File: src/rtl/lane_health_pkg.sv
package lane_health_pkg;
   localparam int unsigned DEF_LANES   = 4;
   localparam int unsigned DEF_WIN_LEN = 512;

   // Counter width able to hold values 0..max_val
   function automatic int unsigned cnt_width(input int unsigned max_val);
      return $clog2(max_val + 1);
   endfunction

   typedef enum logic [1:0] {
      WIN_FIRST = 2'd0,
      WIN_MID   = 2'd1,
      WIN_LAST  = 2'd2
   } win_phase_e;
endpackage

File: src/rtl/lhm_rep_lane.sv
module lhm_rep_lane #(
   parameter int unsigned CNT_W = 10
) (
   input  logic             clk_i,
   input  logic             rst_ni,
   input  logic             en_i,
   input  logic             take_i,
   input  logic             bit_i,
   input  logic [CNT_W-1:0] cutoff_i,
   output logic             fail_o,
   output logic             event_o
);
   localparam logic [CNT_W-1:0] RUN_MAX = {CNT_W{1'b1}};

   logic             prev_q;
   logic [CNT_W-1:0] run_q;
   logic [CNT_W-1:0] run_nx;
   logic             same_c;
   logic             ev_q;

   assign same_c = (run_q != '0) && (bit_i == prev_q);

   always_comb begin
      if (!same_c)
         run_nx = {{(CNT_W-1){1'b0}}, 1'b1};
      else if (run_q == RUN_MAX)
         run_nx = RUN_MAX;
      else
         run_nx = run_q + 1'b1;
   end

   assign fail_o  = take_i && (cutoff_i != '0) && (run_nx >= cutoff_i);
   assign event_o = ev_q;

   always_ff @(posedge clk_i or negedge rst_ni) begin
      if (!rst_ni) begin
         prev_q <= 1'b0;
         run_q  <= '0;
         ev_q   <= 1'b0;
      end else if (!en_i) begin
         prev_q <= 1'b0;
         run_q  <= '0;
         ev_q   <= 1'b0;
      end else begin
         ev_q <= fail_o;
         if (take_i) begin
            prev_q <= bit_i;
            run_q  <= run_nx;
         end
      end
   end


   run_grow_chk: assert property (@(posedge clk_i) disable iff (!rst_ni)
      (take_i && same_c && run_q != RUN_MAX) |=> (run_q == $past(run_q) + 1'b1));


   rep_off_chk: assert property (@(posedge clk_i) disable iff (!rst_ni)
      (en_i && cutoff_i == '0) |=> !ev_q);


   rep_clear_chk: assert property (@(posedge clk_i) disable iff (!rst_ni)
      !en_i |=> (run_q == '0 && !ev_q));
endmodule

File: src/rtl/lhm_prop_lane.sv
module lhm_prop_lane #(
   parameter int unsigned CNT_W = 10
) (
   input  logic             clk_i,
   input  logic             rst_ni,
   input  logic             en_i,
   input  logic             take_i,
   input  logic             first_i,
   input  logic             bit_i,
   input  logic [CNT_W-1:0] cutoff_i,
   output logic             fail_o,
   output logic             event_o
);
   logic             ref_q;
   logic [CNT_W-1:0] cnt_q;
   logic [CNT_W-1:0] cnt_nx;
   logic             inc_c;
   logic             ev_q;

   assign inc_c = first_i || (bit_i == ref_q);

   always_comb begin
      if (first_i)
         cnt_nx = {{(CNT_W-1){1'b0}}, 1'b1};
      else if (inc_c)
         cnt_nx = cnt_q + 1'b1;
      else
         cnt_nx = cnt_q;
   end

   assign fail_o  = take_i && inc_c && (cutoff_i != '0) && (cnt_nx == cutoff_i);
   assign event_o = ev_q;

   always_ff @(posedge clk_i or negedge rst_ni) begin
      if (!rst_ni) begin
         ref_q <= 1'b0;
         cnt_q <= '0;
         ev_q  <= 1'b0;
      end else if (!en_i) begin
         ref_q <= 1'b0;
         cnt_q <= '0;
         ev_q  <= 1'b0;
      end else begin
         ev_q <= fail_o;
         if (take_i) begin
            cnt_q <= cnt_nx;
            if (first_i) ref_q <= bit_i;
         end
      end
   end


   prop_idle_chk: assert property (@(posedge clk_i) disable iff (!rst_ni)
      (en_i && !take_i) |=> $stable(cnt_q));


   prop_restart_chk: assert property (@(posedge clk_i) disable iff (!rst_ni)
      (take_i && first_i) |=> (cnt_q == {{(CNT_W-1){1'b0}}, 1'b1}));


   prop_off_chk: assert property (@(posedge clk_i) disable iff (!rst_ni)
      (en_i && cutoff_i == '0) |=> !ev_q);
endmodule

File: src/rtl/lhm_window_ctl.sv
module lhm_window_ctl
   import lane_health_pkg::*;
#(
   parameter int unsigned WIN_LEN = 512
) (
   input  logic clk_i,
   input  logic rst_ni,
   input  logic en_i,
   input  logic take_i,
   input  logic fail_any_i,
   output logic first_o,
   output logic hold_o
);
   localparam int unsigned POS_W = $clog2(WIN_LEN);
   localparam logic [POS_W-1:0] POS_LAST = POS_W'(WIN_LEN - 1);

   logic [POS_W-1:0] pos_q;
   logic             dirty_q;
   logic             hold_q;
   win_phase_e       phase_c;

   always_comb begin
      if (pos_q == '0)
         phase_c = WIN_FIRST;
      else if (pos_q == POS_LAST)
         phase_c = WIN_LAST;
      else
         phase_c = WIN_MID;
   end

   assign first_o = (phase_c == WIN_FIRST);
   assign hold_o  = hold_q;

   always_ff @(posedge clk_i or negedge rst_ni) begin
      if (!rst_ni) begin
         pos_q   <= '0;
         dirty_q <= 1'b0;
         hold_q  <= 1'b0;
      end else if (!en_i) begin
         pos_q   <= '0;
         dirty_q <= 1'b0;
         hold_q  <= 1'b0;
      end else if (take_i) begin
         if (phase_c == WIN_LAST) begin
            pos_q   <= '0;
            dirty_q <= 1'b0;
            if (fail_any_i)
               hold_q <= 1'b1;
            else if (!dirty_q)
               hold_q <= 1'b0;
         end else begin
            pos_q <= pos_q + 1'b1;
            if (fail_any_i) begin
               dirty_q <= 1'b1;
               hold_q  <= 1'b1;
            end
         end
      end
   end


   hold_set_chk: assert property (@(posedge clk_i) disable iff (!rst_ni)
      (take_i && fail_any_i) |=> hold_q);


   hold_keep_chk: assert property (@(posedge clk_i) disable iff (!rst_ni)
      (hold_q && en_i && !(take_i && phase_c == WIN_LAST)) |=> hold_q);


   hold_off_chk: assert property (@(posedge clk_i) disable iff (!rst_ni)
      !en_i |=> (!hold_q && pos_q == '0));
endmodule

File: src/rtl/lane_health_mon.sv
module lane_health_mon
   import lane_health_pkg::*;
#(
   parameter int unsigned LANES   = DEF_LANES,
   parameter int unsigned WIN_LEN = DEF_WIN_LEN,
   parameter int unsigned CNT_W   = cnt_width(DEF_WIN_LEN)
) (
   input  logic             clk_i,
   input  logic             rst_ni,
   input  logic             enable_i,
   input  logic             sample_valid_i,
   input  logic [LANES-1:0] sample_i,
   input  logic [CNT_W-1:0] rep_cutoff_i,
   input  logic [CNT_W-1:0] prop_cutoff_i,
   output logic             hold_o,
   output logic [LANES-1:0] rep_event_o,
   output logic [LANES-1:0] prop_event_o
);
   localparam int unsigned MIN_CNT_W = cnt_width(WIN_LEN);

   if (LANES < 1) begin : g_bad_lanes
      $error("lane_health_mon: LANES must be at least 1");
   end
   if (WIN_LEN < 2 || (WIN_LEN & (WIN_LEN - 1)) != 0) begin : g_bad_win
      $error("lane_health_mon: WIN_LEN must be a power of two, at least 2");
   end
   if (CNT_W < MIN_CNT_W) begin : g_bad_cnt
      $error("lane_health_mon: CNT_W too small to count a full window");
   end

   logic             take_c;
   logic             first_c;
   logic [LANES-1:0] rep_fail_c;
   logic [LANES-1:0] prop_fail_c;
   logic             fail_any_c;

   assign take_c     = enable_i && sample_valid_i;
   assign fail_any_c = (|rep_fail_c) || (|prop_fail_c);

   for (genvar i = 0; i < LANES; i++) begin : g_lane
      lhm_rep_lane #(.CNT_W(CNT_W)) u_rep (
         .clk_i    (clk_i),
         .rst_ni   (rst_ni),
         .en_i     (enable_i),
         .take_i   (take_c),
         .bit_i    (sample_i[i]),
         .cutoff_i (rep_cutoff_i),
         .fail_o   (rep_fail_c[i]),
         .event_o  (rep_event_o[i])
      );

      lhm_prop_lane #(.CNT_W(CNT_W)) u_prop (
         .clk_i    (clk_i),
         .rst_ni   (rst_ni),
         .en_i     (enable_i),
         .take_i   (take_c),
         .first_i  (first_c),
         .bit_i    (sample_i[i]),
         .cutoff_i (prop_cutoff_i),
         .fail_o   (prop_fail_c[i]),
         .event_o  (prop_event_o[i])
      );
   end

   lhm_window_ctl #(.WIN_LEN(WIN_LEN)) u_win (
      .clk_i      (clk_i),
      .rst_ni     (rst_ni),
      .en_i       (enable_i),
      .take_i     (take_c),
      .fail_any_i (fail_any_c),
      .first_o    (first_c),
      .hold_o     (hold_o)
   );


   ev_needs_sample_chk: assert property (@(posedge clk_i) disable iff (!rst_ni)
      ((|rep_event_o) || (|prop_event_o)) |-> $past(take_c));


   ev_implies_hold_chk: assert property (@(posedge clk_i) disable iff (!rst_ni)
      ((|rep_event_o) || (|prop_event_o)) |-> hold_o);
endmodule

File: config.mk
export PLATFORM = sky130hd
export DESIGN_NAME = lane_health_mon
export DESIGN_NICKNAME = d
export VERILOG_FILES = /design/src/rtl/lane_health_pkg.sv /design/src/rtl/lhm_rep_lane.sv /design/src/rtl/lhm_prop_lane.sv /design/src/rtl/lhm_window_ctl.sv /design/src/rtl/lane_health_mon.sv
export SDC_FILE = /design/constraint.sdc
export NUM_CORES = 1
export LEC_CHECK = 0
export BUFFER_PORTS_ARGS = -buffer_cell sky130_fd_sc_hd__clkbuf_2
export CORE_MARGIN = 2
export CORE_UTILIZATION = 30
export DETAILED_ROUTE_END_ITERATION = 8
export GPL_TIMING_DRIVEN = 0
export SLEW_MARGIN = 20
export SYNTH_ARGS = -nofsm -noshare
export SYNTH_HDL_FRONTEND = slang
export SYNTH_SLANG_ARGS = --single-unit
export TNS_END_PERCENT = 10
File: constraint.sdc
create_clock -name clk_i -period 6 [get_ports clk_i]
set_clock_uncertainty 0.15 [all_clocks]
set_input_delay 0.3 -clock clk_i [delete_from_list [all_inputs] [get_ports clk_i]]
set_output_delay 0.3 -clock clk_i [all_outputs]
set_load 0.1 [all_outputs]
After elaboration in Yosys (flattened, before gate mapping)
Cells that the tools add are included.
- flip-flop bits (word level): 107
- input port bits: 28
- output and inout bits: 9
- logic and storage cells: 176
- add/sub/neg operators: 9
- $lt $le $gt $ge: 4
- equal/unequal tests: 22
- multiplexer cells: 74
- reductions and logical operators: 40
- operators with widths (cell ; number):
    2-to-1 mux 10 bit ; 32
    adder 10 x 1 -> 10 bit, second input constant ; 8
    nonzero test 10 bit ; 6
    == test 10 bit ; 4
    == test 10 bit, second input constant ; 4
    >= comparator 10 bit ; 4
    2-to-1 mux 1 bit ; 37
    2-to-1 mux 9 bit ; 3
    logical AND 1 bit ; 22
    adder 9 x 1 -> 9 bit, second input constant ; 1
    == test 9 bit, second input constant ; 1
    zero test 9 bit ; 1
    == test 1 bit ; 8
    OR reduction 4 bit ; 2
    logical OR 1 bit ; 5
    2-to-1 mux 2 bit ; 2
    != test 2 x 1 -> 1 bit, second input constant ; 2
    AND reduction 2 bit ; 2
    != test 3 x 1 -> 1 bit, second input constant ; 1
    != test 3 bit, second input constant ; 1
    AND reduction 3 bit ; 1
    == test 2 bit, second input constant ; 1
    zero test 2 bit ; 1

Logic depth before layout (Yosys ltp)
- depth in word-level cells: 15
- mapped depth: 16
- gate-level depth less buffers: 16

Modules after synthesis
A second synthesis with hierarchy kept.
- cells, all modules: 1236
- area total of the unflattened synthesis: 10064.7 µm²
- by module, submodules not included (module ; times used ; cells each ; area each (µm²) ; seq. area each (µm²)):
    lhm_rep_lane ; 4 ; 141 ; 1176.1 ; 300.3
    lhm_prop_lane at g_lane[0].u_prop ... ; 3 ; 151 ; 1182.4 ; 300.3
    lhm_prop_lane at g_lane[3].u_prop ; 1 ; 148 ; 1142.3 ; 300.3
    lhm_window_ctl ; 1 ; 67 ; 648.1 ; 275.3
    lane_health_mon ; 1 ; 4 ; 22.5 ; 0.0

Least setup slack after synthesis
No wires, ideal clock.
- path kind: register -> register
- start point: reg g_lane[1].u_rep.run_q[0]
- end point: reg u_win.dirty_q
- library setup time: 141 ps
- data arrival time: 3018 ps
- required time: 5709 ps
- path slack: 2690 ps
- cell stages (with the launch flop): 17
- path buffers: 0
- period minus slack after synthesis: 3310 ps
- cells stage by stage: dfrtp_1 > ha_1 > and3_1 > and3_1 > and3_1 > nand3_1 > nor3b_1 > ha_1 > nand2b_1 > a21oi_1 > nor2b_1 > o21ai_0 > a21oi_1 > o21ai_0 > a21oi_1 > nor4_1 > a31oi_1
- word-level cells in the longest chain between the ends: 9
- elaborated cells between the ends (all ways): 12
- classes of those cells: add/sub (1); order compare (1); eq/ne (2); mux (2); reduce/logical (6)
- RTL lines (element ; line ; source):
    start: declaration ; lhm_rep_lane.sv:16 ; logic [CNT_W-1:0] run_q;
    start signal: assignment ; lhm_rep_lane.sv:48 ; run_q <= run_nx;
    adder 10 x 1 -> 10 bit, or another cell as far along ; lhm_rep_lane.sv:29 ; run_nx = run_q + 1'b1;
    2-to-1 mux 10 bit / logical AND 1 bit (equally long branches) ; lhm_rep_lane.sv:26, lhm_rep_lane.sv:21 ;
    2-to-1 mux 10 bit (*) ; lhm_rep_lane.sv:24 ; if (!same_c)
    >= comparator 10 bit (*) ; lhm_rep_lane.sv:32 ; assign fail_o = take_i && (cutoff_i != '0) && (run_nx >= cutoff_i);
    logical AND 1 bit (*) ; lhm_rep_lane.sv:32 ;
    OR reduction 4 bit (*) ; lane_health_mon.sv:38 ; assign fail_any_c = (|rep_fail_c) || (|prop_fail_c);
    logical OR 1 bit (*) ; lane_health_mon.sv:38 ;
    != test 3 x 1 -> 1 bit (no line) (*) ; n/a ;
    AND reduction 2 bit (no line) (*) ; n/a ;
    end signal: assignment ; lhm_window_ctl.sv:41 ; dirty_q <= 1'b0;
    end signal: assignment ; lhm_window_ctl.sv:46 ; dirty_q <= 1'b0;
    end signal: assignment ; lhm_window_ctl.sv:54 ; dirty_q <= 1'b1;
    end: declaration ; lhm_window_ctl.sv:18 ; logic dirty_q;
Mark *: on every way between the ends. The rest lies on a longest branch, timed or not.
A chain may end at the register's enable or synchronous reset.

Final worst setup path
- start point: reg u_win.pos_q[0]
- end point: reg g_lane[3].u_prop.cnt_q[3]
- word-level cells in the longest chain between the ends: 9
- elaborated cells between the ends (all ways): 10
- classes of those cells: eq/ne (1); mux (6); reduce/logical (3)
- RTL lines (element ; line ; source):
    start: declaration ; lhm_window_ctl.sv:17 ; logic [POS_W-1:0] pos_q;
    start signal: assignment ; lhm_window_ctl.sv:52 ; pos_q <= pos_q + 1'b1;
    == test 9 bit ; lhm_window_ctl.sv:25 ; else if (pos_q == POS_LAST)
    2-to-1 mux 2 bit ; lhm_window_ctl.sv:25 ;
    2-to-1 mux 2 bit (*) ; lhm_window_ctl.sv:23 ; if (pos_q == '0)
    zero test 2 bit (*) ; lhm_window_ctl.sv:31 ; assign first_o = (phase_c == WIN_FIRST);
    logical OR 1 bit ; lhm_prop_lane.sv:20 ; assign inc_c = first_i || (bit_i == ref_q);
    2-to-1 mux 10 bit ; lhm_prop_lane.sv:25 ; else if (inc_c)
    2-to-1 mux 10 bit (*) ; lhm_prop_lane.sv:23 ; if (first_i)
    2-to-1 mux 10 bit (*) ; lhm_prop_lane.sv:45 ; if (take_i) begin
    2-to-1 mux 10 bit (*) ; lhm_prop_lane.sv:39 ; end else if (!en_i) begin
    end signal: assignment ; lhm_prop_lane.sv:46 ; cnt_q <= cnt_nx;
    end: declaration ; lhm_prop_lane.sv:15 ; logic [CNT_W-1:0] cnt_q;
Mark *: on every way between the ends. The rest lies on a longest branch, timed or not. The select of a mux whose other input is x is not followed.

==> results_dict.tcl <==
set metrics [dict create \
    grt_usage 0.169 \
    vias 7210 \
    clkLatencyLatePin_ns 0.37 \
    cts.repair.resized 0 \
    gp_congestion 0.853 \
    num_rows 60 \
    drtIter0Drc 610 \
    first_global_vias 6900 \
    cts_tree "built" \
    cp_max_fo 10 \
    power.density_nw_per_um2 184 \
    ant_nets 0 \
    port_buffers 26 \
    worst_pin_slew_ns 0.965 \
    numCtsBuffers 9 \
    drive_gt1_frac 0.0758 \
    fin_tns_setup_ns 0 \
    syn_avg_cell_area_um2 8.56 \
    die_y_um 168 \
    status "complete, no violations" \
    yosys_warnings 0 \
    syn2layout_area_growth_pct 11.2 \
    cp-start-kind "flop" \
    clock_path_buffers 2 \
    max_freq_mhz 241 \
    final_common_cell "dfrtp_1" \
    clock-sinks 107 \
    synth_area_leaders "dfrtp_1 33%, ha_1 8.5%, xnor2_1 5.5%" \
    endpoint_kind "flop" \
    slew_viol_final 0 \
    setup_viol 0 \
    drc 0 \
    antenna_found_initial 0 \
    cp.arrival_ns 4.23 \
    rsz0062_at_grt "false" \
    layout.nets 1068 \
    clkTransAtPathRegs_ns 0.08 \
    async_flop_share 1.00 \
    root_buffer "clkbuf_16" \
    grt_max_degree 84 \
    wire_per_inst_um 17.5 \
    ys_types 66 \
    synth_edf_count 0 \
    hold_viol_final 0 \
    grt_overflow 0 \
    synth_nets 1029 \
    ios 37 \
    first_pass_iters 8 \
    relSlewSlack 0.354 \
    synth_cells 946 \
    netlist_area_um2 8090 \
    ctsHtreeMaxLevel 3 \
    nFillCells 2808 \
    grt_pass1_wl_um 37900 \
    synth-main-ff-cell "dfrtp_1" \
    period_needed_ns 4.14 \
    die_x_um 168 \
    initial_core_util 0.303 \
    layout_common_cells "107 x dfrtp_1, 88 x nand2_1, 78 x a21oi_1, 73 x nor2_1, 68 x o21ai_0" \
    crit_type "reg -> reg" \
    ir_drop_uv 118 \
    cp_data_required_time_ns 6.09 \
    die_area_um2 28300 \
    seq_area_frac_synth 0.331 \
    min_period_over_period 0.690 \
    fp.coreArea_um2 26700 \
    synth-seq-cells 107 \
    synth_top_cell_area_share 0.331 \
    synth_top_cell_by_area "dfrtp_1" \
    min_path_type "in -> reg" \
    cap_violations 0 \
    p_total_mw 1.65 \
    vias_per_cell 5.42 \
    dp_hpwl_um 16900 \
    totalWireLength_um 23300 \
    num_antenna_cells 0 \
    p_leak_nw 3.81 \
]
-- worst paths after layout --
| kind | startpoint | end | slack [ns] | cells after the start |
|---|---|---|---|---|
| max | u_win.pos_q[0] | g_lane[3].u_prop.cnt_q[3] | 1.86 | 11 |
| max in group asynchronous | rst_ni | g_lane[3].u_prop.cnt_q[1] | 4.78 | 3 |
| min reg2reg | g_lane[0].u_prop.cnt_q[9] | g_lane[0].u_prop.cnt_q[9] | 0.36 | 1 |
| min in group asynchronous | rst_ni | g_lane[2].u_rep.run_q[3] | 0.21 | 2 |
| min | enable_i | g_lane[1].u_prop.cnt_q[0] | 0.17 | 3 |
| max reg2reg | u_win.pos_q[0] | g_lane[3].u_prop.cnt_q[3] | 1.86 | 11 |
-- registers in the layout, indices dropped and copies added (netlist names), 4 cells and up --
signal,cells
g_lane.u_prop.ref_q,4
g_lane.u_rep.prev_q,4
g_lane.u_prop.cnt_q,40
g_lane.u_rep.event_o,4
u_win.pos_q,9
g_lane.u_rep.run_q,40
g_lane.u_prop.event_o,4
-- through the flow --
step	hold slack [ns]	area [µm²]	std cells	util	setup WS, ns
after floorplan	-0.146	8090	946	-	2.69
after global placement	0.352	8650	1313	0.324	1.98
after detailed placement	0.0481	8690	1314	0.325	1.96
after CTS	0.159	9000	1331	0.337	1.92
after global routing	0.186	9000	1331	0.337	1.61
final	0.168	9000	1331	0.337	1.86
-- metal layers --
layer	vias to the layer above	GRT usage	part of all wire
li1	3479	-	-
met1	3458	0.234	0.47
met2	230	0.266	0.44
met3	43	0.0346	0.059
met4	0	0.0491	0.025
met5	-	0	0
-- synthesized netlist by cell type, drive strengths merged, types with 2 or more instances --
cell / count
mux2i: 23
nor2b: 9
xnor2: 53
a311oi: 6
a211oi: 6
a32o: 2
nor3: 20
o21ai: 68
dfrtp: 107
clkbuf: 46
nand4: 15
nor2: 74
nand3: 35
nor3b: 6
a31oi: 6
nand2: 88
ha: 55
a22oi: 2
o32a: 2
o41ai: 4
and3: 20
nand2b: 12
o2111ai: 2
or4: 2
a22o: 26
nor4: 16
o31ai: 7
mux2: 2
nor4b: 4
o22ai: 9
inv: 32
or3: 3
or2: 4
a21o: 10
and2: 6
buf: 12
nand3b: 12
o211ai: 2
xor2: 37
a21oi: 78
and4: 7
-- power breakdown --
group	internal, mW	switching (mW)	total, mW
registers	0.731	0.0146	0.746
clock network	0.330	0.308	0.638
logic	0.0844	0.186	0.270
-- layout make-up --
cell class / instances / area [µm²] / share of cell area
Buffer: 58 / 251 / 0.0279
Clock buffer: 10 / 229 / 0.0254
Clock inverter: 6 / 73.8 / 0.00820
Inverter: 33 / 124 / 0.0138
Multi-Input combinational cell: 748 / 5040 / 0.560
Sequential cell: 107 / 2680 / 0.298
Tap cell: 341 / 427 / 0.0474
Timing Repair Buffer: 28 / 176 / 0.0196
-- cell families after synthesis --
| family | after synthesis | share of synthesized area |
|---|---|---|
| adders and majority gates | 55 | 0.0850 |
| xor gates and xnor gates | 91 | 0.104 |
| buffers and inverters | 91 | 0.0464 |
| muxes | 25 | 0.0312 |
| AOI/OAI and AO/OA | 241 | 0.190 |
| DFF | 107 | 0.331 |
| and+or+nand+nor | 336 | 0.212 |
-- critical path, cell delays in order, from the launching register on --
cell	delay (ns)
dfrtp_1	0.43
ha_1	0.25
and4_1	0.24
and2_1	0.15
ha_1	0.23
a21oi_1	0.74
clkbuf_1	0.46
clkbuf_1	0.43
nor2_1	0.30
clkbuf_1	0.38
nand2_1	0.15
o21ai_0	0.11
-- what timing repair did --
action                                 4_1_cts  5_1_grt
buffers inserted                             0        0
endpoints found under the hold margin       24        0
hold buffers                                 1        0
setup endpoints to repair                    0        0
Power figures use the tool's default switching activity.
